File: config.mk
export PLATFORM = sky130hd
export DESIGN_NAME = pc_next_unit
export DESIGN_NICKNAME = d
export VERILOG_FILES = /design/src/rtl/pcu_pkg.sv /design/src/rtl/pcu_decode.sv /design/src/rtl/pcu_target.sv /design/src/rtl/pcu_pcreg.sv /design/src/rtl/pc_next_unit.sv
export SDC_FILE = /design/constraint.sdc
export NUM_CORES = 1
export LEC_CHECK = 0
export BUFFER_PORTS_ARGS = -buffer_cell sky130_fd_sc_hd__buf_2
export CORE_MARGIN = 2
export CORE_UTILIZATION = 45
export CTS_BUF_LIST = sky130_fd_sc_hd__clkbuf_8
export CTS_CLUSTER_SIZE = 24
export DETAILED_ROUTE_END_ITERATION = 12
export PLACE_DENSITY = 0.76
export SLEW_MARGIN = 15
export SYNTH_ARGS = -nofsm -noshare
export SYNTH_HDL_FRONTEND = slang
export SYNTH_SLANG_ARGS = --single-unit
File: constraint.sdc
create_clock -name clk -period 9.3 [get_ports clk]
set_clock_uncertainty 0.2 [all_clocks]
set_input_delay 0.465 -clock clk [delete_from_list [all_inputs] [get_ports clk]]
set_output_delay 0.465 -clock clk [all_outputs]
set_load 0.005 [all_outputs]
File: src/rtl/pcu_pkg.sv
package pcu_pkg;
   typedef enum logic [2:0] {
      NS_SEQ = 3'd0,
      NS_BR  = 3'd1,
      NS_JMP = 3'd2,
      NS_JAL = 3'd3,
      NS_JR  = 3'd4
   } ns_sel_t;

   localparam int INSTR_W = 32;
   localparam int OPC_LSB = 26;
   localparam int FN_W    = 6;
   localparam int IMM_W   = 16;
   localparam int IDX_W   = 26;

   localparam logic [5:0] OPC_SPECIAL = 6'h00;
   localparam logic [5:0] OPC_JMP     = 6'h02;
   localparam logic [5:0] OPC_CALL    = 6'h03;
   localparam logic [5:0] OPC_BREQ    = 6'h04;
   localparam logic [5:0] OPC_BRNE    = 6'h05;
   localparam logic [5:0] FN_REGJMP   = 6'h08;
endpackage

File: src/rtl/pcu_decode.sv
module pcu_decode
   import pcu_pkg::*;
#(
   parameter int DATA_W   = 32,
   parameter bit CMP_TREE = 1'b1
) (
   input  logic [INSTR_W-1:0] instr,
   input  logic [DATA_W-1:0]  opa,
   input  logic [DATA_W-1:0]  opb,
   output ns_sel_t            sel
);
   logic [5:0] opc;
   logic [5:0] fn;
   logic       same;

   assign opc = instr[INSTR_W-1:OPC_LSB];
   assign fn  = instr[FN_W-1:0];

   generate
      if (CMP_TREE) begin : g_cmp_xor
         logic [DATA_W-1:0] diff;
         assign diff = opa ^ opb;
         assign same = ~|diff;
      end else begin : g_cmp_eq
         assign same = (opa == opb);
      end
   endgenerate

   always_comb begin
      sel = NS_SEQ;
      unique case (opc)
         OPC_SPECIAL: if (fn == FN_REGJMP) sel = NS_JR;
         OPC_JMP:     sel = NS_JMP;
         OPC_CALL:    sel = NS_JAL;
         OPC_BREQ:    if (same)  sel = NS_BR;
         OPC_BRNE:    if (!same) sel = NS_BR;
         default:     sel = NS_SEQ;
      endcase
   end
endmodule

File: src/rtl/pcu_target.sv
module pcu_target
   import pcu_pkg::*;
#(
   parameter int ADDR_W = 32
) (
   input  logic               clk,
   input  logic               rst,
   input  logic [ADDR_W-1:0]  pc,
   input  logic [INSTR_W-1:0] instr,
   input  logic [ADDR_W-1:0]  rs_val,
   input  ns_sel_t            sel,
   output logic [ADDR_W-1:0]  next_pc,
   output logic [ADDR_W-1:0]  seq_pc
);
   localparam int EXT_W = ADDR_W - IMM_W - 2;

   logic [ADDR_W-1:0] br_disp;
   logic [ADDR_W-1:0] br_pc;
   logic [ADDR_W-1:0] jmp_pc;
   logic [IMM_W-1:0]  imm;

   assign imm     = instr[IMM_W-1:0];
   assign seq_pc  = pc + ADDR_W'(4);
   assign br_disp = {{EXT_W{imm[IMM_W-1]}}, imm, 2'b00};
   assign br_pc   = seq_pc + br_disp;
   assign jmp_pc  = {pc[ADDR_W-1:IDX_W+2], instr[IDX_W-1:0], 2'b00};

   always_comb begin
      unique case (sel)
         NS_BR:          next_pc = br_pc;
         NS_JMP, NS_JAL: next_pc = jmp_pc;
         NS_JR:          next_pc = rs_val;
         default:        next_pc = seq_pc;
      endcase
   end

   assert_branch_aligned_R3 : assert property (@(posedge clk) disable iff (rst)
      (sel == NS_BR && pc[1:0] == 2'b00) |-> next_pc[1:0] == 2'b00);
   assert_region_kept_R6 : assert property (@(posedge clk) disable iff (rst)
      (sel == NS_JMP || sel == NS_JAL) |-> next_pc[ADDR_W-1:28] == pc[ADDR_W-1:28]);
endmodule

File: src/rtl/pcu_pcreg.sv
module pcu_pcreg #(
   parameter int              ADDR_W    = 32,
   parameter logic [ADDR_W-1:0] RESET_VEC = ADDR_W'(32'h0040_0000)
) (
   input  logic              clk,
   input  logic              rst,
   input  logic [ADDR_W-1:0] nxt,
   output logic [ADDR_W-1:0] pc
);
   always_ff @(posedge clk) begin
      if (rst) pc <= RESET_VEC;
      else     pc <= nxt;
   end

   assert_reset_vector_R1 : assert property (@(posedge clk) disable iff (rst)
      $past(rst) |-> pc == RESET_VEC);
endmodule

File: src/rtl/pc_next_unit.sv
module pc_next_unit
   import pcu_pkg::*;
#(
   parameter int                ADDR_W    = 32,
   parameter logic [ADDR_W-1:0] RESET_VEC = ADDR_W'(32'h0040_0000),
   parameter bit                CMP_TREE  = 1'b1
) (
   input  logic               clk,
   input  logic               rst,
   input  logic [INSTR_W-1:0] instr,
   input  logic [ADDR_W-1:0]  rs_val,
   input  logic [ADDR_W-1:0]  rt_val,
   output logic [ADDR_W-1:0]  pc,
   output logic               link_we,
   output logic [ADDR_W-1:0]  link_data,
   output logic               misalign
);
   initial begin
      assert (ADDR_W >= IDX_W + 3)
         else $error("pc_next_unit: ADDR_W too small for region jump");
      assert (RESET_VEC[1:0] == 2'b00)
         else $error("pc_next_unit: RESET_VEC not word aligned");
   end

   ns_sel_t           sel;
   logic [ADDR_W-1:0] next_pc;
   logic [ADDR_W-1:0] seq_pc;

   pcu_decode #(.DATA_W(ADDR_W), .CMP_TREE(CMP_TREE)) u_dec (
      .instr (instr),
      .opa   (rs_val),
      .opb   (rt_val),
      .sel   (sel)
   );

   pcu_target #(.ADDR_W(ADDR_W)) u_tgt (
      .clk     (clk),
      .rst     (rst),
      .pc      (pc),
      .instr   (instr),
      .rs_val  (rs_val),
      .sel     (sel),
      .next_pc (next_pc),
      .seq_pc  (seq_pc)
   );

   pcu_pcreg #(.ADDR_W(ADDR_W), .RESET_VEC(RESET_VEC)) u_pc (
      .clk (clk),
      .rst (rst),
      .nxt (next_pc),
      .pc  (pc)
   );

   assign link_we   = (sel == NS_JAL);
   assign link_data = seq_pc;
   assign misalign  = (sel == NS_JR) && (rs_val[1:0] != 2'b00);

   assert_seq_step_R2 : assert property (@(posedge clk) disable iff (rst)
      (sel == NS_SEQ) |=> pc == $past(pc) + ADDR_W'(4));
   assert_jr_load_R8 : assert property (@(posedge clk) disable iff (rst)
      (sel == NS_JR) |=> pc == $past(rs_val));
   assert_link_value_R7 : assert property (@(posedge clk) disable iff (rst)
      link_we |-> (link_data == pc + ADDR_W'(4)
                   && instr[INSTR_W-1:OPC_LSB] == OPC_CALL));
   assert_misalign_only_jr_R9 : assert property (@(posedge clk) disable iff (rst)
      misalign |-> (instr[INSTR_W-1:OPC_LSB] == OPC_SPECIAL
                    && instr[FN_W-1:0] == FN_REGJMP));
endmodule

== Yosys cells after proc, flatten, opt, wreduce, memory -nomap -nowiden ==
Cells that the tools add are included.

* Input port bits: 98
* Register bits: 32
* Word-level logic and storage cells: 24

* Reductions and logical operators: 5
* Bitwise gates (word level): 1
* Multiplexer cells: 5
* Equality and inequality tests: 9
* Add/subtract/negate cells: 2

{| class="wikitable"
|+ Operators with widths
! operator !! count
|-
| $pmux 32 s3 || 1
|-
| $add 32x3->32 const B || 1
|-
| $add 32x32->32 || 1
|-
| $reduce_or 32->1 || 1
|-
| $xor 32x32->32 || 1
|-
| $pmux 3 s5 || 1
|-
| $eq 6x2->1 const B || 2
|-
| $eq 6x3->1 const B || 2
|-
| $eq 3x2->1 const B || 2
|-
| $eq 6x4->1 const B || 1
|-
| $logic_not 6->1 || 1
|-
| $eq 3x1->1 const B || 1
|-
| $eq 3x3->1 const B || 1
|-
| $mux 3 || 1
|-
| $mux 1 || 2
|-
| $reduce_bool 2->1 || 1
|-
| $reduce_or 2->1 || 1
|-
| $logic_and 1x1->1 || 1
|}

== Longest topological paths before layout ==
* Word-level depth: 7
* Depth in mapped cells: 17

== Modules after synthesis ==
From an unflattened synthesis, not the netlist that was laid out.

* Cells, all modules: 653
* Area total of the unflattened synthesis: 4,719.5 µm²

{| class="wikitable"
|+ By module, submodules not included
! module !! cells each !! seq. area each (µm²) !! area each (µm²) !! times used
|-
| pcu_target || 527 || 0.0 || 3,385.7 || 1
|-
| pcu_pcreg || 67 || 640.6 || 862.1 || 1
|-
| pcu_decode || 55 || 0.0 || 445.4 || 1
|-
| pc_next_unit || 4 || 0.0 || 26.3 || 1
|}

== Worst setup path after synthesis ==
OpenSTA, ideal clock, no wires.

* Path type: reg-to-reg
* From: register u_pc.pc[2]
* To: register u_pc.pc[27]
* Path slack: 5,345 ps
* Stages on the path, launching flop included: 17
* Setup time: 116 ps
* Data arrival time: 3,638 ps
* Cell sequence: dfxtp_1 -> ha_1 -> inv_1 -> nor3_1 -> and3_1 -> clkbuf_1 -> nand2_1 -> xnor2_1 -> ha_1 -> clkbuf_1 -> a21o_1 -> a21o_1 -> a21o_1 -> a221oi_1 -> a21boi_0 -> or3_1 -> a41o_1

* Cells in the longest elaborated chain, start to end: 3

{| class="wikitable"
|+ Ends and longest elaborated chain
! item !! RTL line !! text
|-
| from (decl) || pcu_pcreg.sv:8 || <nowiki>output logic [ADDR_W-1:0] pc</nowiki>
|-
| from (signal assigned) || pcu_pcreg.sv:12 || <nowiki>else pc <= nxt;</nowiki>
|-
| $add 32x3->32 || pcu_target.sv:23 || <nowiki>assign seq_pc = pc + ADDR_W'(4);</nowiki>
|-
| net link_data[22] || pc_next_unit.sv:15 || <nowiki>output logic [ADDR_W-1:0] link_data,</nowiki>
|-
| $add 32x32->32 || pcu_target.sv:25 || <nowiki>assign br_pc = seq_pc + br_disp;</nowiki>
|-
| $pmux 32 s3 || pcu_target.sv:29 || <nowiki>unique case (sel)</nowiki>
|}

The timed path passes the listed nets, and every way through them passes these cells.
A chain may end at the register's enable or synchronous reset.

== Worst setup path in the final report ==
* From: register u_pc.pc[2]
* To: register u_pc.pc[27]

* Cells in the longest elaborated chain, start to end: 3

{| class="wikitable"
|+ Ends and longest elaborated chain
! item !! RTL line
|-
| $add 32x3->32 (*) || pcu_target.sv:23
|-
| $add 32x32->32 || pcu_target.sv:25
|-
| $pmux 32 s3 (*) || pcu_target.sv:29
|}

Every way passes the cells marked *; elsewhere a longest branch is shown, timed or not.

==> flow_summary.toml <==
[worst_setup_path]
timing.rr.end = "u_pc.pc[27]$_SDFF_PP0_"
rrSetupSlack_ps = 4890
cp-end-kind = "register"
r2r-start = "u_pc.pc[2]$_SDFF_PP0_"
worstSetupPathType = "register to register"
worstPathMaxFanout = 9
crit_arrival_ps = 4400
ff2ff_path_depth = 14
critical_path_required_ps = 9290
startpoint_type = "register"

[floorplanning]
die_width_um = 99.1
coreArea_mm2 = 0.00876
ios = 164
initial_core_util_pct = 46.5
die_y_um = 99.1
rows = 34
dieArea_mm2 = 0.00983

[clock_tree]
clk_latency_ps = 300
cts_sinks = 32
cts_root_buf = "clkbuf_8"
cts_tree = "done"
clk_pin_slew_ps = 80
cts_resized = 0
holdBufCountCts = 0
cts_setup_buffers = 0
htree_levels = 2
tritoncts.num_buffers = 5
clock_path_buffers = 2

[power]
p_total_w = 0.000416
p_leak_nw = 2.58
power.density_mw_per_mm2 = 82.4
max-vdd-ir-drop_uv = 50.9

[final_layout]
nFillCells = 823
num_antenna_cells = 0
layout-drive-gt1-share_pct = 27.1
largest_reg_flops = 32
fin_area_mm2 = 0.00504
regMostFlops = "u_pc.pc"
layout_commonest_cell = "buf_2"
syn_to_final_growth_pct = 23.8
nets = 811
final_cell_mix = "buf_2 (163), xor2_1 (52), nand2_1 (48)"
largestRegisters = "u_pc.pc: 32 flops"

[route]
drtIter0Drc = 244
routed_via_density = 6.16
via_count = 4848
wl_per_cell_um = 19.2
drtPass1Iterations = 7
wl_mm = 15.1
drc_errors = 0
ant_nets = 0

[run]
cap_viol_max_count = 0

[global_route]
grt_pass1_wl_mm = 23.8
grt.total_usage_pct = 30.3
grt_max_degree = 41
grt_pass1_vias = 4709
antenna_found_initial = 0
grt_overflow_total = 0

[synthesis]
synth_area_mm2 = 0.00407
async_flop_share_pct = 0
ys_dominant_reg_cell = "dfxtp_1"
synth_cells = 530
synth_edf_count = 0
yosys.area.top_type = "dfxtp_1"
synth-seq-cells = 32
yosysWarnings = 0
seq_area_frac_synth_pct = 15.7
yosysUniqueCellTypes = 58
synthTopCellsByArea = "dfxtp_1 (16%), xor2_1 (11%), ha_1 (10%)"
synth_top_area_share_pct = 15.7
avgSynthCellArea_um2 = 7.69
synth_nets = 663

[worst_hold_path]
min_to = "u_pc.pc[6]$_SDFF_PP0_"
worstHoldStart = "rs_val[6]"
min_path_cells = 3
hold_path.class = "input pin to register"

[sta]
slew_headroom_pct = 37.1
fin_setup_tns_ps = 0
min_period_over_period_pct = 47.5
drv_slew = 0
rsz0062_at_grt = "no"
finalSetupViolations = 0
fin_crit_ps = 4410
max_freq_mhz = 227
worst_pin_slew_ps = 940
finalWorstSetupSlack_ps = 4890
hold_viol_final = 0

[placed_design]
place_congestion = 0.965
dp_hpwl_mm = 12.1
dpl-instance-area_mm2 = 0.00495
place_ws_ps = 4930
numPortBuffers = 163

[status]
status = "finished clean"
==> layout make-up <==
type                       count  area, um2  share of cell area [%]
clock buffer                   6       82.6                    1.64
clock inverter                 2       7.51                   0.149
inverter                      15       56.3                    1.12
multi-input combinational    458       3280                    65.1
sequential                    32        641                    12.7
tap                          108        135                    2.68
timing repair buffer         166        838                    16.6
==> stage by stage <==
stage | hold slack, ps | instances | utilization [%]
after floorplan | 383 | 530 | -
final | 241 | 787 | 57.5
after CTS | 247 | 787 | 57.5
after detailed placement | 398 | 779 | 56.5
after global placement | 380 | 779 | 56.5
after global routing | 260 | 787 | 57.5
==> how the worst max path moves through the flow <==
stage | from | to | cells past startpoint | slack [ps]
after floorplan | u_pc.pc[2]$_SDFF_PP0_ | u_pc.pc[27]$_SDFF_PP0_ | 16 | 5350
after global placement | u_pc.pc[2]$_SDFF_PP0_ | u_pc.pc[27]$_SDFF_PP0_ | 14 | 5160
after detailed placement | u_pc.pc[2]$_SDFF_PP0_ | u_pc.pc[27]$_SDFF_PP0_ | 14 | 4930
after CTS | u_pc.pc[2]$_SDFF_PP0_ | u_pc.pc[27]$_SDFF_PP0_ | 14 | 4910
after global routing | u_pc.pc[2]$_SDFF_PP0_ | u_pc.pc[27]$_SDFF_PP0_ | 14 | 4630
final | u_pc.pc[2]$_SDFF_PP0_ | u_pc.pc[27]$_SDFF_PP0_ | 14 | 4890
==> report_power, final <==
| part | switching [W] | internal (W) |
|---|---|---|
| Combinational | 0.0000847 | 0.0000656 |
| Clock | 0.0000605 | 0.0000584 |
| Sequential | 0.00000533 | 0.000141 |
==> metal layers <==
layer,track usage (%),part of all wire (%)
met4,10.9,2.3
met5,0,0
met2,50.1,48
met1,39.6,40
met3,5.76,9.7
==> cells by family (layout without fill, tap and decap cells) <==
group                    Yosys count  count (layout)  synth area share (%)
AO/OA/AOI/OAI                    162             162                  27.7
AND/OR/NAND/NOR                  169             169                  21.0
buffers and inverters             40             189                  4.12
flip-flops                        32              32                  15.7
multiplexers                       9               9                  2.30
XOR/XNOR                          83              83                  18.2
adder cells (fa/ha/maj)           35              35                  10.9
==> cells in the mapped netlist (all sizes together), types with 15 or more instances <==
library cell	count
nand2	48
nand3	24
and3	18
xnor2	30
clkbuf	19
ha	34
dfxtp	32
inv	15
nor2	28
a21o	23
xor2	52
a21oi	39
o21ai	19
==> critical path, cell delays in order (launching register included) <==
cell	delay, ps
dfxtp_1	430
ha_1	260
inv_1	60
nor3_1	500
and3_1	370
nand2_1	130
xnor2_1	290
ha_1	390
a21o_1	250
a21o_1	180
a21o_1	180
a221oi_1	330
a21boi_0	150
or3_1	330
a41o_1	240
Power figures use the tool's default switching activity.
